===== config.mk =====
export PLATFORM = sky130hd
export DESIGN_NAME = seq1011_detector
export DESIGN_NICKNAME = d
export VERILOG_FILES = /design/src/rtl/seqdet_pkg.sv /design/src/rtl/seqdet_next.sv /design/src/rtl/seqdet_state_reg.sv /design/src/rtl/seqdet_onehot_chk.sv /design/src/rtl/seq1011_detector.sv
export SDC_FILE = /design/constraint.sdc
export NUM_CORES = 1
export LEC_CHECK = 0
export ABC_AREA = 1
export CORE_AREA = 2 2 39 41
export DETAILED_ROUTE_END_ITERATION = 8
export DIE_AREA = 0 0 41 43
export PLACE_DENSITY = 0.52
export RECOVER_POWER = 100
export SLEW_MARGIN = 10
export SYNTH_ARGS = -nofsm -noshare
export SYNTH_HDL_FRONTEND = slang
export SYNTH_SLANG_ARGS = --single-unit
export TNS_END_PERCENT = 1

===== constraint.sdc =====
create_clock -name clk -period 2.83 [get_ports clk]
set_clock_uncertainty 0.1 [all_clocks]
set_input_delay 0.566 -clock clk [delete_from_list [all_inputs] [get_ports clk]]
set_output_delay 0.566 -clock clk [all_outputs]
set_load 0.02 [all_outputs]

===== src/rtl/seqdet_pkg.sv =====
// Package: shared constants for the one-hot 1011 detector.
// Assumes a fixed five-state machine; bit positions define the state
// order that the next-state equations and the checker rely on.
package seqdet_pkg;

    localparam int ST_N = 5;

    localparam int IX_NONE = 0;  // nothing of the pattern seen
    localparam int IX_1    = 1;  // "1" seen
    localparam int IX_10   = 2;  // "10" seen
    localparam int IX_101  = 3;  // "101" seen
    localparam int IX_HIT  = 4;  // "1011" seen, detect state

    typedef logic [ST_N-1:0] state_vec_t;

    localparam state_vec_t RESET_VEC = state_vec_t'(1) << IX_NONE;

endpackage


===== src/rtl/seqdet_next.sv =====
// Module: next-state network of the one-hot 1011 detector.
// One OR-of-products term group per state flop; relies on the current
// vector being one-hot, so no complemented state literals are needed.
module seqdet_next
    import seqdet_pkg::*;
(
    input  state_vec_t cur_i,
    input  logic       bit_i,
    output state_vec_t nxt_o
);

    // Purpose: form each flop's D input from the states that lead into it.
    always_comb begin
        nxt_o          = '0;
        nxt_o[IX_NONE] = (cur_i[IX_NONE] & ~bit_i) | (cur_i[IX_10] & ~bit_i);
        nxt_o[IX_1]    = (cur_i[IX_NONE] &  bit_i) | (cur_i[IX_1] & bit_i)
                       | (cur_i[IX_HIT]  &  bit_i);
        nxt_o[IX_10]   = (cur_i[IX_1]    & ~bit_i) | (cur_i[IX_101] & ~bit_i)
                       | (cur_i[IX_HIT]  & ~bit_i);
        nxt_o[IX_101]  =  cur_i[IX_10]   &  bit_i;
        nxt_o[IX_HIT]  =  cur_i[IX_101]  &  bit_i;
    end

endmodule


===== src/rtl/seqdet_state_reg.sv =====
// Module: bank of state flops, one per state.
// Each flop loads its own reset value synchronously while rst_n is low;
// the reset vector selects which flop presets and which clear.
module seqdet_state_reg #(
    parameter int           W       = 5,
    parameter logic [W-1:0] RST_VAL = '0
) (
    input  logic         clk,
    input  logic         rst_n,
    input  logic [W-1:0] d_i,
    output logic [W-1:0] q_o
);

    for (genvar gi = 0; gi < W; gi++) begin : g_flop
        // Purpose: one state flop with synchronous preset or clear.
        always_ff @(posedge clk) begin
            if (!rst_n) q_o[gi] <= RST_VAL[gi];
            else        q_o[gi] <= d_i[gi];
        end
    end

endmodule


===== src/rtl/seqdet_onehot_chk.sv =====
// Module: population check on the state vector.
// Flags any vector with zero or several set bits; purely combinational.
module seqdet_onehot_chk #(
    parameter int W = 5
) (
    input  logic [W-1:0] vec_i,
    output logic         bad_o
);

    localparam int CW = $clog2(W + 1);

    logic [CW-1:0] ones;

    // Purpose: count set bits and compare against one.
    always_comb begin
        ones = '0;
        for (int i = 0; i < W; i++) ones = ones + CW'(vec_i[i]);
        bad_o = (ones != CW'(1));
    end

endmodule


===== src/rtl/seq1011_detector.sv =====
// Module: overlapping 1011 serial pattern detector (Moore, one-hot).
// Assumes bit_in is synchronous to clk. Detect output is the final
// state flop itself, so it only changes on a clock edge.
module seq1011_detector
    import seqdet_pkg::*;
(
    input  logic            clk,
    input  logic            rst_n,
    input  logic            bit_in,
    output logic            match_o,
    output logic [ST_N-1:0] state_o,
    output logic            onehot_err_o
);

    state_vec_t cur_q;
    state_vec_t nxt_d;

    seqdet_next u_next (
        .cur_i (cur_q),
        .bit_i (bit_in),
        .nxt_o (nxt_d)
    );

    seqdet_state_reg #(
        .W       (ST_N),
        .RST_VAL (RESET_VEC)
    ) u_regs (
        .clk   (clk),
        .rst_n (rst_n),
        .d_i   (nxt_d),
        .q_o   (cur_q)
    );

    seqdet_onehot_chk #(
        .W (ST_N)
    ) u_chk (
        .vec_i (cur_q),
        .bad_o (onehot_err_o)
    );

    assign match_o = cur_q[IX_HIT];
    assign state_o = cur_q;

    // a reset edge leaves the idle vector.
    p_reset_vec_r1: assert property (@(posedge clk)
        !rst_n |=> (state_o == RESET_VEC));

    // one-hot out of reset, and the checker agrees.
    p_onehot_r2: assert property (@(posedge clk) disable iff (!rst_n)
        ($countones(state_o) == 1) && !onehot_err_o);

    // the last 1 of 101+1 raises the detect flag.
    p_hit_r3: assert property (@(posedge clk) disable iff (!rst_n)
        state_o[IX_101] && bit_in |=> match_o);

    // exits from the detect state.
    p_hit_one_r5: assert property (@(posedge clk) disable iff (!rst_n)
        state_o[IX_HIT] && bit_in |=> state_o[IX_1]);
    p_hit_zero_r5: assert property (@(posedge clk) disable iff (!rst_n)
        state_o[IX_HIT] && !bit_in |=> state_o[IX_10]);

    // zeros park the machine in idle.
    p_idle_hold_r6: assert property (@(posedge clk) disable iff (!rst_n)
        (state_o[IX_NONE] || state_o[IX_10]) && !bit_in |=> state_o[IX_NONE]);

    // no back-to-back detections.
    p_no_double_r7: assert property (@(posedge clk) disable iff (!rst_n)
        match_o |=> !match_o);

    // detect is low just after a reset edge.
    p_quiet_reset_r8: assert property (@(posedge clk)
        !rst_n |=> !match_o);

endmodule


# --- Yosys cells after proc, flatten, opt, wreduce, memory -nomap -nowiden ---
# Cells that the tools add are included.
classes:
  n_bitwise: 16
  addsub: 4
  eq_ne: 1
op_table:
  columns: ["operator", "count"]
  rows:
  - ["AND 1 bit", 10]
  - ["adder 3 x 1 -> 3 bit", 3]
  - ["OR 1 bit", 5]
  - ["!= test 3 x 1 -> 1 bit (second input constant)", 1]
  - ["adder 1 x 1 -> 2 bit", 1]
  - ["inverter 1 bit", 1]
word_totals:
  ff_bits: 5
  word_cells: 26

# --- Depth between registers and ports, before layout ---
logic_depth:
  ltp_word: 5
  mapped_depth: 8

# --- By module ---
# A second synthesis with hierarchy kept.
hier_totals:
  hier_cells: 44
  hier_area_um2: 294.0
modules_own_cells:
  columns: ["module", "instances", "cells_each", "area_each_um2"]
  rows:
  - ["seqdet_state_reg", 1, 15, 137.6]
  - ["seqdet_onehot_chk", 1, 13, 90.1]
  - ["seqdet_next", 1, 15, 58.8]
  - ["seq1011_detector", 1, 1, 7.5]

# --- Worst setup path before layout ---
# OpenSTA, ideal clock, no wires.
synth_timing:
  path_type: "flip-flop to output port"
  start: "register u_regs.q_o[0]"
  end: "output port onehot_err_o"
  n_path_buf: 0
  setup_slack_ps: 118
  required_ps: 2164
  path_stages_with_launch: 9
  t_arrival_ps: 2046
  path_cell_list: "dfxtp_1 > ha_1 > inv_1 > fa_1 > inv_1 > ha_1 > fa_1 > nor2_1 > nand2_1"
synth_between:
  elab_chain_len: 5
synth_rtl:
  columns: ["element", "line_no", "rtl"]
  rows:
  - ["start, declared", "seqdet_state_reg.sv:11", "output logic [W-1:0] q_o"]
  - ["start signal, assigned by index", "seqdet_state_reg.sv:17", "if (!rst_n) q_o[gi] <= RST_VAL[gi];"]
  - ["start signal, assigned by index", "seqdet_state_reg.sv:18", "else q_o[gi] <= d_i[gi];"]
  - ["adder 1 x 1 -> 2 bit", "seqdet_onehot_chk.sv:17", "for (int i = 0; i < W; i++) ones = ones + CW'(vec_i[i]);"]
  - ["adder 3 x 1 -> 3 bit (3 in series)", "seqdet_onehot_chk.sv:17", null]
  - ["!= test 3 x 1 -> 1 bit", "seqdet_onehot_chk.sv:18", "bad_o = (ones != CW'(1));"]
  - ["end, declared", "seq1011_detector.sv:12", "output logic onehot_err_o"]
# No other way between the ends.

# --- Worst setup path after layout ---
layout_timing:
  start: "register u_regs.q_o[1]"
  end: "output port onehot_err_o"
# The elaborated chain is that of the path after synthesis.

==> results_dict.tcl <==
set metrics [dict create \
    hold_viol_final 0 \
    root_buffer "clkbuf_4" \
    slew_headroom_pct 85.1 \
    worstSkewPairLatency_ps 240 \
    grt-ovfl-total 0 \
    met1_usage_pct 7.42 \
    multi_input_area_um2 135 \
    yosys_warnings 0 \
    synth_top_area_cell "dfxtp_1" \
    cp-start-kind "flop" \
    antennaDiodeCount 0 \
    place.port_buffers 9 \
    ant_nets 0 \
    path_clk_slew_ps 50 \
    reg2reg_depth 3 \
    cap_violations 0 \
    cp_top_family "adder cells" \
    fp-row-count 14 \
    dp_cells 57 \
    synth_area_leaders "dfxtp_1 38%, fa_1 15%, inv_1 12%" \
    hold_depth 2 \
    r2r-start "u_regs.q_o[1]" \
    min-delay-path-class "flop to flop" \
    layout_commonest_cell "dlygate4sd3_1" \
    initial_utilization_pct 18.8 \
    register_area_um2 103 \
    top_usage_layer "met2" \
    die_height_um 43 \
    die_w_um 41 \
    post_cts_buffers 0 \
    hpwlAfterDp_um 472 \
    grt_use_total_pct 8.64 \
    synth.distinct_cells 11 \
    p_leak_nw 0.213 \
    crit_fanout 2 \
    final_cell_mix "8 x dlygate4sd3_1, 7 x inv_1, 4 x nand2_1, 4 x buf_4" \
    largest_reg_flops 5 \
    numCtsBuffers 3 \
    muxShareOfSynthArea_pct 0 \
    status "finished with violations" \
    syn_to_final_growth_pct 67.3 \
    peakVddDrop_uv 153 \
    vias 228 \
    drive_gt1_share_pct 35.6 \
    synth_top_area_share_pct 38.5 \
    cts_tree "built" \
    wl_um 572 \
    grt_setup_unrepaired "true" \
    top_regs "u_regs.q_o: 5 flops" \
    num_io_pins 10 \
    power.density_nw_per_um2 462 \
    grt_util_met2_pct 12.2 \
    drc 0 \
    cp.arrival_ps 2250 \
    use_met3_pct 3.14 \
    yosys_register_bits 5 \
    largest-register "u_regs.q_o" \
    grt_max_degree 4 \
    crit_chain "ha_4, inv_2, fa_1, inv_1, ha_2, fa_1, nor2_1, nand2_1, buf_6" \
    cp.required_ps 2160 \
    first_pass_iters 5 \
    crit_top_cell "fa_1" \
    synth_nets 36 \
    postSynthAreaPerCell_um2 8.97 \
    synth_top_family_by_area "adder cells" \
    clockBufferDepth 2 \
    cts.sinks 5 \
    synth_area_um2 260 \
    core_region_area_um2 1380 \
    nets 53 \
    synth-simple-area-share_pct 13.5 \
    fillers 151 \
    netlist_instances 29 \
    die_area_um2 1760 \
    ys_seq_area_share_pct 38.5 \
    slew_violations 0 \
    synth-compound-area-share_pct 8.65 \
    wl_per_cell_um 9.38 \
    routabilityCongestion 0.725 \
    setup_violations 1 \
    viasPerCell 3.74 \
    period_share_pct 103 \
    violations "setup timing" \
    stdcell_count 61 \
    post-route-min-period_ps 2920 \
    grt_pass1_wl_um 910 \
    antenna_found_initial 0 \
    layout_setup_ws_ps -89.1 \
    crit_type "flop to output port" \
    synth_xor_area_share_pct 0 \
    cts_max_level 1 \
    worst_slew_pin_slew_ps 223 \
    drtIter0Drc 1 \
    reg2reg_to "u_regs.q_o[1]" \
    ff2ff_setup_slack_ps 1950 \
    synth_fa_ha_area_share_pct 25.0 \
    holdCritStartpoint "u_regs.q_o[3]" \
    worst_path_max_delay_cell "fa_1" \
    place_worst_setup_slack_ps -314 \
    grt_pass1_vias 235 \
    cp_slowest_stage_delay_ps 470 \
    endpoint_kind "output port" \
    max_freq_ghz 0.343 \
    hold_buffers 0 \
    worstHoldEndpoint "u_regs.q_o[4]" \
    critical_path_buf_inv_count 3 \
]
## layout make-up
class                      count  area share (%)
tap                           16            4.60
multi-input combinational     15            31.0
sequential                     5            23.6
clock buffer                   4            6.03
timing repair buffer          13            27.9
inverter                       8            6.90
## worst reg2reg max path, delay by kind of cell, from the launching register on
family          cells  cell delay [ps]
flops               1              330
buf+inv             1              130
simple gates        1              130
compound gates      1               70
## through the flow
step	total power, W	instance area, um2	hold WS, ps	TNS, ps	utilization (%)
floorplan	0.0000962	260	460	0	-
global placement	0.000115	393	394	-276	28.4
detailed placement	0.000117	393	408	-314	28.4
CTS	0.000209	438	419	-108	31.6
global route	0.000215	435	439	-164	31.5
finish	0.000201	435	413	-89.1	31.5
## power by group
part	internal [W]	switching, W	total [W]
logic	0.0000206	0.0000209	0.0000415
registers	0.0000736	0.00000235	0.0000760
clock network	0.0000534	0.0000302	0.0000836
## synth_stat cells
cell type and instances:
nand2_1 3, nor2_1 3, dfxtp_1 5, a21oi_2 2
inv_1 8, fa_1 2, o21ai_0 1, buf_4 1
ha_1 2, nand2_2 1, nor2_2 1
## what timing repair did
item                                    in CTS  in global routing
pin swaps                                    1                  0
endpoints found under the hold margin        0                  0
endpoints found under the setup margin       1                  1
resized for setup                           11                  0
## how the worst max path moves through the flow
stage / start / to / slack [ps] / cells after the start
after global placement: u_regs.q_o[1] / onehot_err_o / -280 / 9
after floorplan: u_regs.q_o[0] / onehot_err_o / 120 / 8
after CTS: u_regs.q_o[1] / onehot_err_o / -110 / 9
after global routing: u_regs.q_o[1] / onehot_err_o / -160 / 9
after detailed placement: u_regs.q_o[1] / onehot_err_o / -310 / 9
final: u_regs.q_o[1] / onehot_err_o / -90 / 9
## cells by family after synthesis
group,after synthesis
buffers and inverters,9
flip-flops,5
AND/OR/NAND/NOR,8
AO/OA/AOI/OAI,3
adder cells (fa/ha/maj),4
## layer usage
layer / wire (um) / up-vias
li1: - / 114
met1: 226 / 109
met2: 327 / 5
met3: 18 / 0
met4: 0 / 0
met5: 0 / -
(Power assumes the default switching activity.)
